**src/rtl/fir_stream_pkg.sv**
```systemverilog
package fir_stream_pkg;
    typedef enum logic [1:0] {
        ST_IDLE,
        ST_CLEAR,
        ST_STREAM,
        ST_FLUSH
    } fir_state_e;
endpackage

```
**src/rtl/fir_sample_ram.sv**
```systemverilog
// History ring storage: one write port, one registered read port, read-before-write.
module fir_sample_ram #(
    parameter int DEPTH = 11,
    parameter int DW    = 32,
    localparam int IW   = (DEPTH > 1) ? $clog2(DEPTH) : 1
) (
    input  logic                 clk,
    input  logic                 we,
    input  logic [IW-1:0]        waddr,
    input  logic signed [DW-1:0] wdata,
    input  logic                 re,
    input  logic [IW-1:0]        raddr,
    output logic signed [DW-1:0] rdata
);
    logic signed [DW-1:0] mem [DEPTH];

    always_ff @(posedge clk) begin
        if (re)
            rdata <= mem[raddr];
        if (we)
            mem[waddr] <= wdata;
    end

    assert property (@(posedge clk) we |-> (int'(waddr) < DEPTH))
        else $error("ring write index out of range");
    assert property (@(posedge clk) re |-> (int'(raddr) < DEPTH))
        else $error("ring read index out of range");
endmodule

```
**src/rtl/fir_out_slot.sv**
```systemverilog
// Output register plus one parked result; the parked flag throttles intake upstream.
module fir_out_slot #(
    parameter int DW = 32
) (
    input  logic                 clk,
    input  logic                 rst_n,
    input  logic                 in_v,
    input  logic signed [DW-1:0] in_d,
    input  logic                 in_last,
    input  logic                 out_ready,
    output logic                 out_valid,
    output logic signed [DW-1:0] out_data,
    output logic                 out_last,
    output logic                 held
);
    logic                 full_q, last_q, park_last;
    logic signed [DW-1:0] data_q, park_d;
    logic                 take;

    assign take      = full_q && out_ready;
    assign out_valid = full_q;
    assign out_data  = data_q;
    assign out_last  = last_q;

    always_ff @(posedge clk) begin
        if (!rst_n) begin
            full_q    <= 1'b0;
            last_q    <= 1'b0;
            data_q    <= '0;
            held      <= 1'b0;
            park_d    <= '0;
            park_last <= 1'b0;
        end else if (held && take) begin
            data_q <= park_d;
            last_q <= park_last;
            held   <= 1'b0;
        end else if (in_v && (!full_q || take)) begin
            data_q <= in_d;
            last_q <= in_last;
            full_q <= 1'b1;
        end else if (in_v) begin
            park_d    <= in_d;
            park_last <= in_last;
            held      <= 1'b1;
        end else if (take) begin
            full_q <= 1'b0;
            last_q <= 1'b0;
        end
    end

    assert_hold_R9: assert property (@(posedge clk) disable iff (!rst_n)
        (out_valid && !out_ready) |=> (out_valid && $stable(out_data) && $stable(out_last)))
        else $error("R9 output changed while stalled");
    assert_no_overrun_R8: assert property (@(posedge clk) disable iff (!rst_n)
        in_v |-> !held)
        else $error("R8 result arrived while one is already parked");
endmodule

```
**src/rtl/fir_stream_engine.sv**
```systemverilog
module fir_stream_engine
    import fir_stream_pkg::*;
#(
    parameter int TAPS = 11,
    parameter int DW   = 32,
    parameter int LW   = 16,
    parameter int AW   = 12
) (
    input  logic                 clk,
    input  logic                 rst_n,
    input  logic                 ap_start,
    input  logic [LW-1:0]        run_len,
    input  logic signed [DW-1:0] ss_tdata,
    input  logic                 ss_tvalid,
    output logic                 ss_tready,
    output logic signed [DW-1:0] sm_tdata,
    output logic                 sm_tvalid,
    input  logic                 sm_tready,
    output logic                 sm_tlast,
    output logic                 ap_idle,
    output logic                 ap_done,
    output logic                 coef_en,
    output logic [AW-1:0]        coef_addr,
    input  logic signed [DW-1:0] coef_rdata
);
    localparam int IW = (TAPS > 1) ? $clog2(TAPS) : 1;
    localparam logic [IW-1:0] LAST = IW'(TAPS - 1);

    fir_state_e state, nxt;

    logic [IW-1:0]        clr_idx, wp, rd_idx, rd_k;
    logic                 rd_busy, rd_final;
    logic [LW-1:0]        got;
    logic                 mac_v, mac_first, mac_last, mac_final;
    logic signed [DW-1:0] acc, smp, prod, sum;
    logic                 done_q, held, take, rd_go, ss_fire, is_final;
    logic                 ram_we;
    logic [IW-1:0]        ram_waddr;
    logic signed [DW-1:0] ram_wdata;

    // ---------------- control decode ----------------
    assign take      = sm_tvalid && sm_tready;
    assign rd_go     = rd_busy && !held;
    assign ss_tready = (state == ST_STREAM) && !held && (!rd_busy || rd_k == LAST);
    assign ss_fire   = ss_tvalid && ss_tready;
    assign is_final  = (got + LW'(1)) == run_len;
    assign ap_idle   = (state == ST_IDLE);
    assign ap_done   = done_q;

    // ---------------- state register ----------------
    always_ff @(posedge clk) begin
        if (!rst_n) state <= ST_IDLE;
        else        state <= nxt;
    end

    always_comb begin
        nxt = state;
        unique case (state)
            ST_IDLE:   if (ap_start)                nxt = ST_CLEAR;
            ST_CLEAR:  if (clr_idx == LAST)         nxt = ST_STREAM;
            ST_STREAM: if (ss_fire && is_final)     nxt = ST_FLUSH;
            ST_FLUSH:  if (take && sm_tlast)        nxt = ST_IDLE;
            default:                                nxt = ST_IDLE;
        endcase
    end

    // ---------------- outputs and datapath registers ----------------
    always_ff @(posedge clk) begin
        if (!rst_n) begin
            clr_idx   <= '0;
            wp        <= '0;
            got       <= '0;
            done_q    <= 1'b0;
            rd_busy   <= 1'b0;
            rd_k      <= '0;
            rd_idx    <= '0;
            rd_final  <= 1'b0;
            mac_v     <= 1'b0;
            mac_first <= 1'b0;
            mac_last  <= 1'b0;
            mac_final <= 1'b0;
            acc       <= '0;
        end else begin
            if (state == ST_IDLE && ap_start) begin
                clr_idx <= '0;
                wp      <= '0;
                got     <= '0;
                done_q  <= 1'b0;
            end else if (state == ST_CLEAR) begin
                clr_idx <= clr_idx + IW'(1);
            end
            if (state == ST_FLUSH && take && sm_tlast)
                done_q <= 1'b1;

            if (ss_fire) begin
                wp       <= (wp == LAST) ? '0 : wp + IW'(1);
                got      <= got + LW'(1);
                rd_busy  <= 1'b1;
                rd_k     <= '0;
                rd_idx   <= wp;
                rd_final <= is_final;
            end else if (rd_go) begin
                if (rd_k == LAST) begin
                    rd_busy <= 1'b0;
                end else begin
                    rd_k   <= rd_k + IW'(1);
                    rd_idx <= (rd_idx == '0) ? LAST : rd_idx - IW'(1);
                end
            end

            mac_v     <= rd_go;
            mac_first <= (rd_k == '0);
            mac_last  <= (rd_k == LAST);
            mac_final <= rd_final;
            if (mac_v)
                acc <= sum;
        end
    end

    assign coef_en   = rd_go;
    assign coef_addr = AW'({rd_k, 2'b00});
    assign prod      = coef_rdata * smp;
    assign sum       = (mac_first ? '0 : acc) + prod;

    assign ram_we    = (state == ST_CLEAR) || ss_fire;
    assign ram_waddr = (state == ST_CLEAR) ? clr_idx : wp;
    assign ram_wdata = (state == ST_CLEAR) ? '0 : ss_tdata;

    fir_sample_ram #(.DEPTH(TAPS), .DW(DW)) u_ring (
        .clk   (clk),
        .we    (ram_we),
        .waddr (ram_waddr),
        .wdata (ram_wdata),
        .re    (rd_go),
        .raddr (rd_idx),
        .rdata (smp)
    );

    fir_out_slot #(.DW(DW)) u_slot (
        .clk       (clk),
        .rst_n     (rst_n),
        .in_v      (mac_v && mac_last),
        .in_d      (sum),
        .in_last   (mac_final),
        .out_ready (sm_tready),
        .out_valid (sm_tvalid),
        .out_data  (sm_tdata),
        .out_last  (sm_tlast),
        .held      (held)
    );

    // ---------------- assertions ----------------
    assert_start_R2: assert property (@(posedge clk) disable iff (!rst_n)
        (state == ST_IDLE && ap_start) |=> (!ap_idle && !ap_done))
        else $error("R2 start not taken");
    assert_clear_quiet_R3: assert property (@(posedge clk) disable iff (!rst_n)
        (state == ST_CLEAR) |-> !ss_tready)
        else $error("R3 intake open during clear");
    assert_coef_addr_R5: assert property (@(posedge clk) disable iff (!rst_n)
        coef_en |-> (coef_addr[1:0] == 2'b00 && int'(coef_addr) <= 4 * (TAPS - 1)))
        else $error("R5 coefficient address out of range");
    assert_gate_R8: assert property (@(posedge clk) disable iff (!rst_n)
        held |-> !ss_tready)
        else $error("R8 intake open while a result is parked");
    assert_no_intake_after_final_R10: assert property (@(posedge clk) disable iff (!rst_n)
        (state == ST_FLUSH) |-> !ss_tready)
        else $error("R10 intake after final sample");
    assert_finish_R11: assert property (@(posedge clk) disable iff (!rst_n)
        (sm_tvalid && sm_tready && sm_tlast) |=> (ap_idle && ap_done))
        else $error("R11 completion flags not raised");
endmodule

```
**config.mk**
```make
export PLATFORM = sky130hd
export DESIGN_NAME = fir_stream_engine
export DESIGN_NICKNAME = d
export VERILOG_FILES = /design/src/rtl/fir_stream_pkg.sv /design/src/rtl/fir_sample_ram.sv /design/src/rtl/fir_out_slot.sv /design/src/rtl/fir_stream_engine.sv
export SDC_FILE = /design/constraint.sdc
export NUM_CORES = 2
export LEC_CHECK = 0
export ABC_AREA = 1
export BUFFER_PORTS_ARGS = -buffer_cell sky130_fd_sc_hd__buf_2
export CELL_PAD_IN_SITES_DETAIL_PLACEMENT = 1
export CELL_PAD_IN_SITES_GLOBAL_PLACEMENT = 1
export CORE_MARGIN = 1.5
export CORE_UTILIZATION = 40
export DETAILED_ROUTE_END_ITERATION = 8
export PLACE_DENSITY_LB_ADDON = 0.1
export SETUP_SLACK_MARGIN = 0.3
export SYNTH_ARGS = -nofsm -noshare
export SYNTH_HDL_FRONTEND = slang
export SYNTH_SLANG_ARGS = --single-unit
```
**constraint.sdc**
```tcl
create_clock -name clk -period 12.4 [get_ports clk]
set_clock_uncertainty 0.15 [all_clocks]
set_input_delay 2.48 -clock clk [delete_from_list [all_inputs] [get_ports clk]]
set_output_delay 2.48 -clock clk [all_outputs]
set_load 0.005 [all_outputs]
```
==> flow_metrics.env <==
export IMPL_gr_usage_all_layers_pct=23.6
export IMPL_wl_per_cell_um=20.0
export IMPL_die_h_um=318
export IMPL_row_count=115
export IMPL_required_ns=12.77
export IMPL_gr_total_overflow=0
export IMPL_area_growth_pct=9.06
export IMPL_startpoint="coef_rdata[17]"
export IMPL_dpl_hpwl_um=84100
export IMPL_wl_um=117000
export IMPL_ios=135
export IMPL_avgViaCountPerCell=4.97
export IMPL_dr_pass1_iters=4
export IMPL_worstSetupPathType="primary input to flip-flop"
export IMPL_cp_arrival_ns=9.58
export IMPL_synth_fa_ha_area_share_pct=27.3
export IMPL_dp_cells=5771
export IMPL_synthTopCellsByCount="inv_1 (1061), nand2_1 (1005), fa_1 (438), edfxtp_1 (384), nor2_1 (337)"
export IMPL_cp_slowest_cell="fa_1"
export IMPL_root_buffer="clkbuf_16"
export IMPL_cts_setup_buffers=0
export IMPL_start_util_pct=40.3
export IMPL_drt_initial_drc_count=1416
export IMPL_status="completed"
export IMPL_drv_slew=0
export IMPL_vias=29225
export IMPL_fillerInstances=11603
export IMPL_synth_compound_area_share_pct=7.76
export IMPL_r2r_setup_slack_ns=4.30
export IMPL_fp_coreArea_mm2=0.0984
export IMPL_synth_top_family_by_area="adder cells"
export IMPL_grt_pass1_wl_um=184000
export IMPL_drcViolationCount=0
export IMPL_rr_startpoint="mac_first$_SDFF_PN0_"
export IMPL_ys_seq_area_share_pct=36.2
export IMPL_min_from="rd_final$_SDFFE_PN0P_"
export IMPL_cts_sinks=525
export IMPL_synth_area_per_cell_um2=8.76
export IMPL_grt_max_degree=101
export IMPL_drive_above_1_share_pct=7.11
export IMPL_synth_flop_cell="edfxtp_1"
export IMPL_die_w_um=318
export IMPL_instances_no_fill=5877
export IMPL_layout_setup_ws_ns=3.19
export IMPL_synth_seq_cells=525
export IMPL_cp_max_fo=15
export IMPL_cts_tree="built"
export IMPL_rsz0062_at_grt="false"
export IMPL_clock_latency_ns=0.66
export IMPL_synth_edf_count=384
export IMPL_port_buffers=126
export IMPL_period_share_pct=74.3
export IMPL_pre_cts_slack_ns=2.53
export IMPL_ys_warn_count=0
export IMPL_min_path_type="flip-flop to flip-flop"
export IMPL_slowest_delay_ns=0.58
export IMPL_ctsHoldBuffers=0
export IMPL_cts_resized=0
export IMPL_synth_xor_area_share_pct=0.899
export IMPL_gp_congestion=0.845
export IMPL_ys_async_sr_fraction_pct=0
export IMPL_max_freq_ghz=0.109
export IMPL_drv_cap=0
export IMPL_synth_area_mm2=0.0397
export IMPL_start_kind="primary input"
export IMPL_finalHoldViolations=0
export IMPL_yosysTopAreaCell="edfxtp_1"
export IMPL_synth_top_area_share_pct=29.1
export IMPL_yosys_area_share_simple_pct=15.3
export IMPL_synth_area_leaders="edfxtp_1 (29%), fa_1 (22%), inv_1 (10%), nand2_1 (9.5%), dfxtp_1 (7.1%)"
export IMPL_die_area_mm2=0.101
export IMPL_grt_pass1_vias=31289
export IMPL_ctsHtreeMaxLevel=2
export IMPL_slew_headroom_pct=29.1
export IMPL_nNetsFinal=5230
export IMPL_worst_slew_pin_slew_ns=1.06
export IMPL_end_kind="flip-flop"
export IMPL_yosys_mux_area_fraction_pct=0
export IMPL_numCtsBuffers=57
export IMPL_finalSetupViolCount=0
export IMPL_finalSetupTns_ns=0
export IMPL_synth_most_common_cell="inv_1"
export IMPL_synth_cell_types=55
export IMPL_postSynthCellCount=4531
export IMPL_cts_buffer_depth=3
export IMPL_antenna_found_initial=16
export IMPL_clk_pin_slew_ns=0.06
export IMPL_post_route_min_period_ns=9.21
export IMPL_ant_nets=0
==> final timing paths <==
check	endpoint	cells after the start
hold / removal	mac_final$_SDFF_PN0_	2
hold reg to reg	mac_final$_SDFF_PN0_	2
setup reg to reg	u_slot.park_d[24]$_SDFFE_PN0P_	30
setup / recovery	u_slot.park_d[24]$_SDFFE_PN0P_	29
==> state kept, by name (all words and copies together) (netlist names), 2 cells and up <==
| signal | cells |
|---|---|
| state | 2 |
| acc | 32 |
| u_ring.rdata | 32 |
| u_ring.mem | 352 |
| got | 16 |
| clr_idx | 4 |
| rd_idx | 4 |
| u_slot.park_d | 32 |
| wp | 4 |
| rd_k | 4 |
| u_slot.out_data | 32 |
==> critical path, delay by kind of cell <==
kind	cells	cell delay, ns
simple gates	10	1.54
buf+inv	9	0.83
compound gates	1	0.20
fa+ha+maj	9	4.51
==> cell families (layout without fill, tap and decap cells) <==
group           after synthesis  in the layout
compound gates              537            537
fa+ha+maj                   602            602
other cells                   1             10
simple gates               1520           1520
xor+xnor                     39             39
buf+inv                    1307           1357
flops                       525            525
==> routing by layer <==
layer  GRT usage [%]  wire (µm)
met5               0        106
met4            6.23       3030
met3            2.65       4100
met2            41.8      59200
met1            30.5      50900
==> per-stage QoR <==
step	hold slack, ns	util [%]	instance area (µm²)
final	0.275	44.0	43300
after detailed placement	0.271	42.1	41500
after global placement	0.267	42.1	41500
after CTS	0.279	44.0	43300
after floorplan	0.257	-	39700
after global routing	0.299	44.0	43300
==> final cells by class <==
cell class,instances,area (µm²),share of cell area (%)
antenna,2,5.00,0.0116
clock buffer,71,1500,3.46
clock inverter,33,299,0.691
inverter,1081,4060,9.39
multi-input combinational,2706,20500,47.3
sequential,525,14400,33.2
tap,1287,1610,3.72
timing repair buffer,172,976,2.25
==> layout by cell type (no fill, tap or decap), types with 4 or more instances in the layout <==
cell	n
dfxtp_1	137
o21ai_0	267
buf_2	126
nand3b_1	10
a31oi_1	34
or2_2	7
xor2_1	19
a22oi_1	4
clkbuf_1	12
xnor2_1	18
conb_1	8
nand4_1	13
o21ai_1	13
inv_2	11
buf_4	46
o221ai_1	29
nor2_2	6
clkbuf_16	57
nand3_2	4
nor3_1	8
o31ai_1	8
nand3_1	108
nand2_1	1005
o211ai_1	33
clkinv_2	11
nand2_2	10
clkinvlp_4	4
clkinv_1	17
a21o_1	6
inv_1	1061
nor2_4	14
edfxtp_1	384
ha_1	163
nor2_1	323
fa_1	438
a21oi_1	86
o22ai_1	38
Power is not shown: default switching activity piles up to over one toggle a cycle in this logic, so the estimate is an artifact.
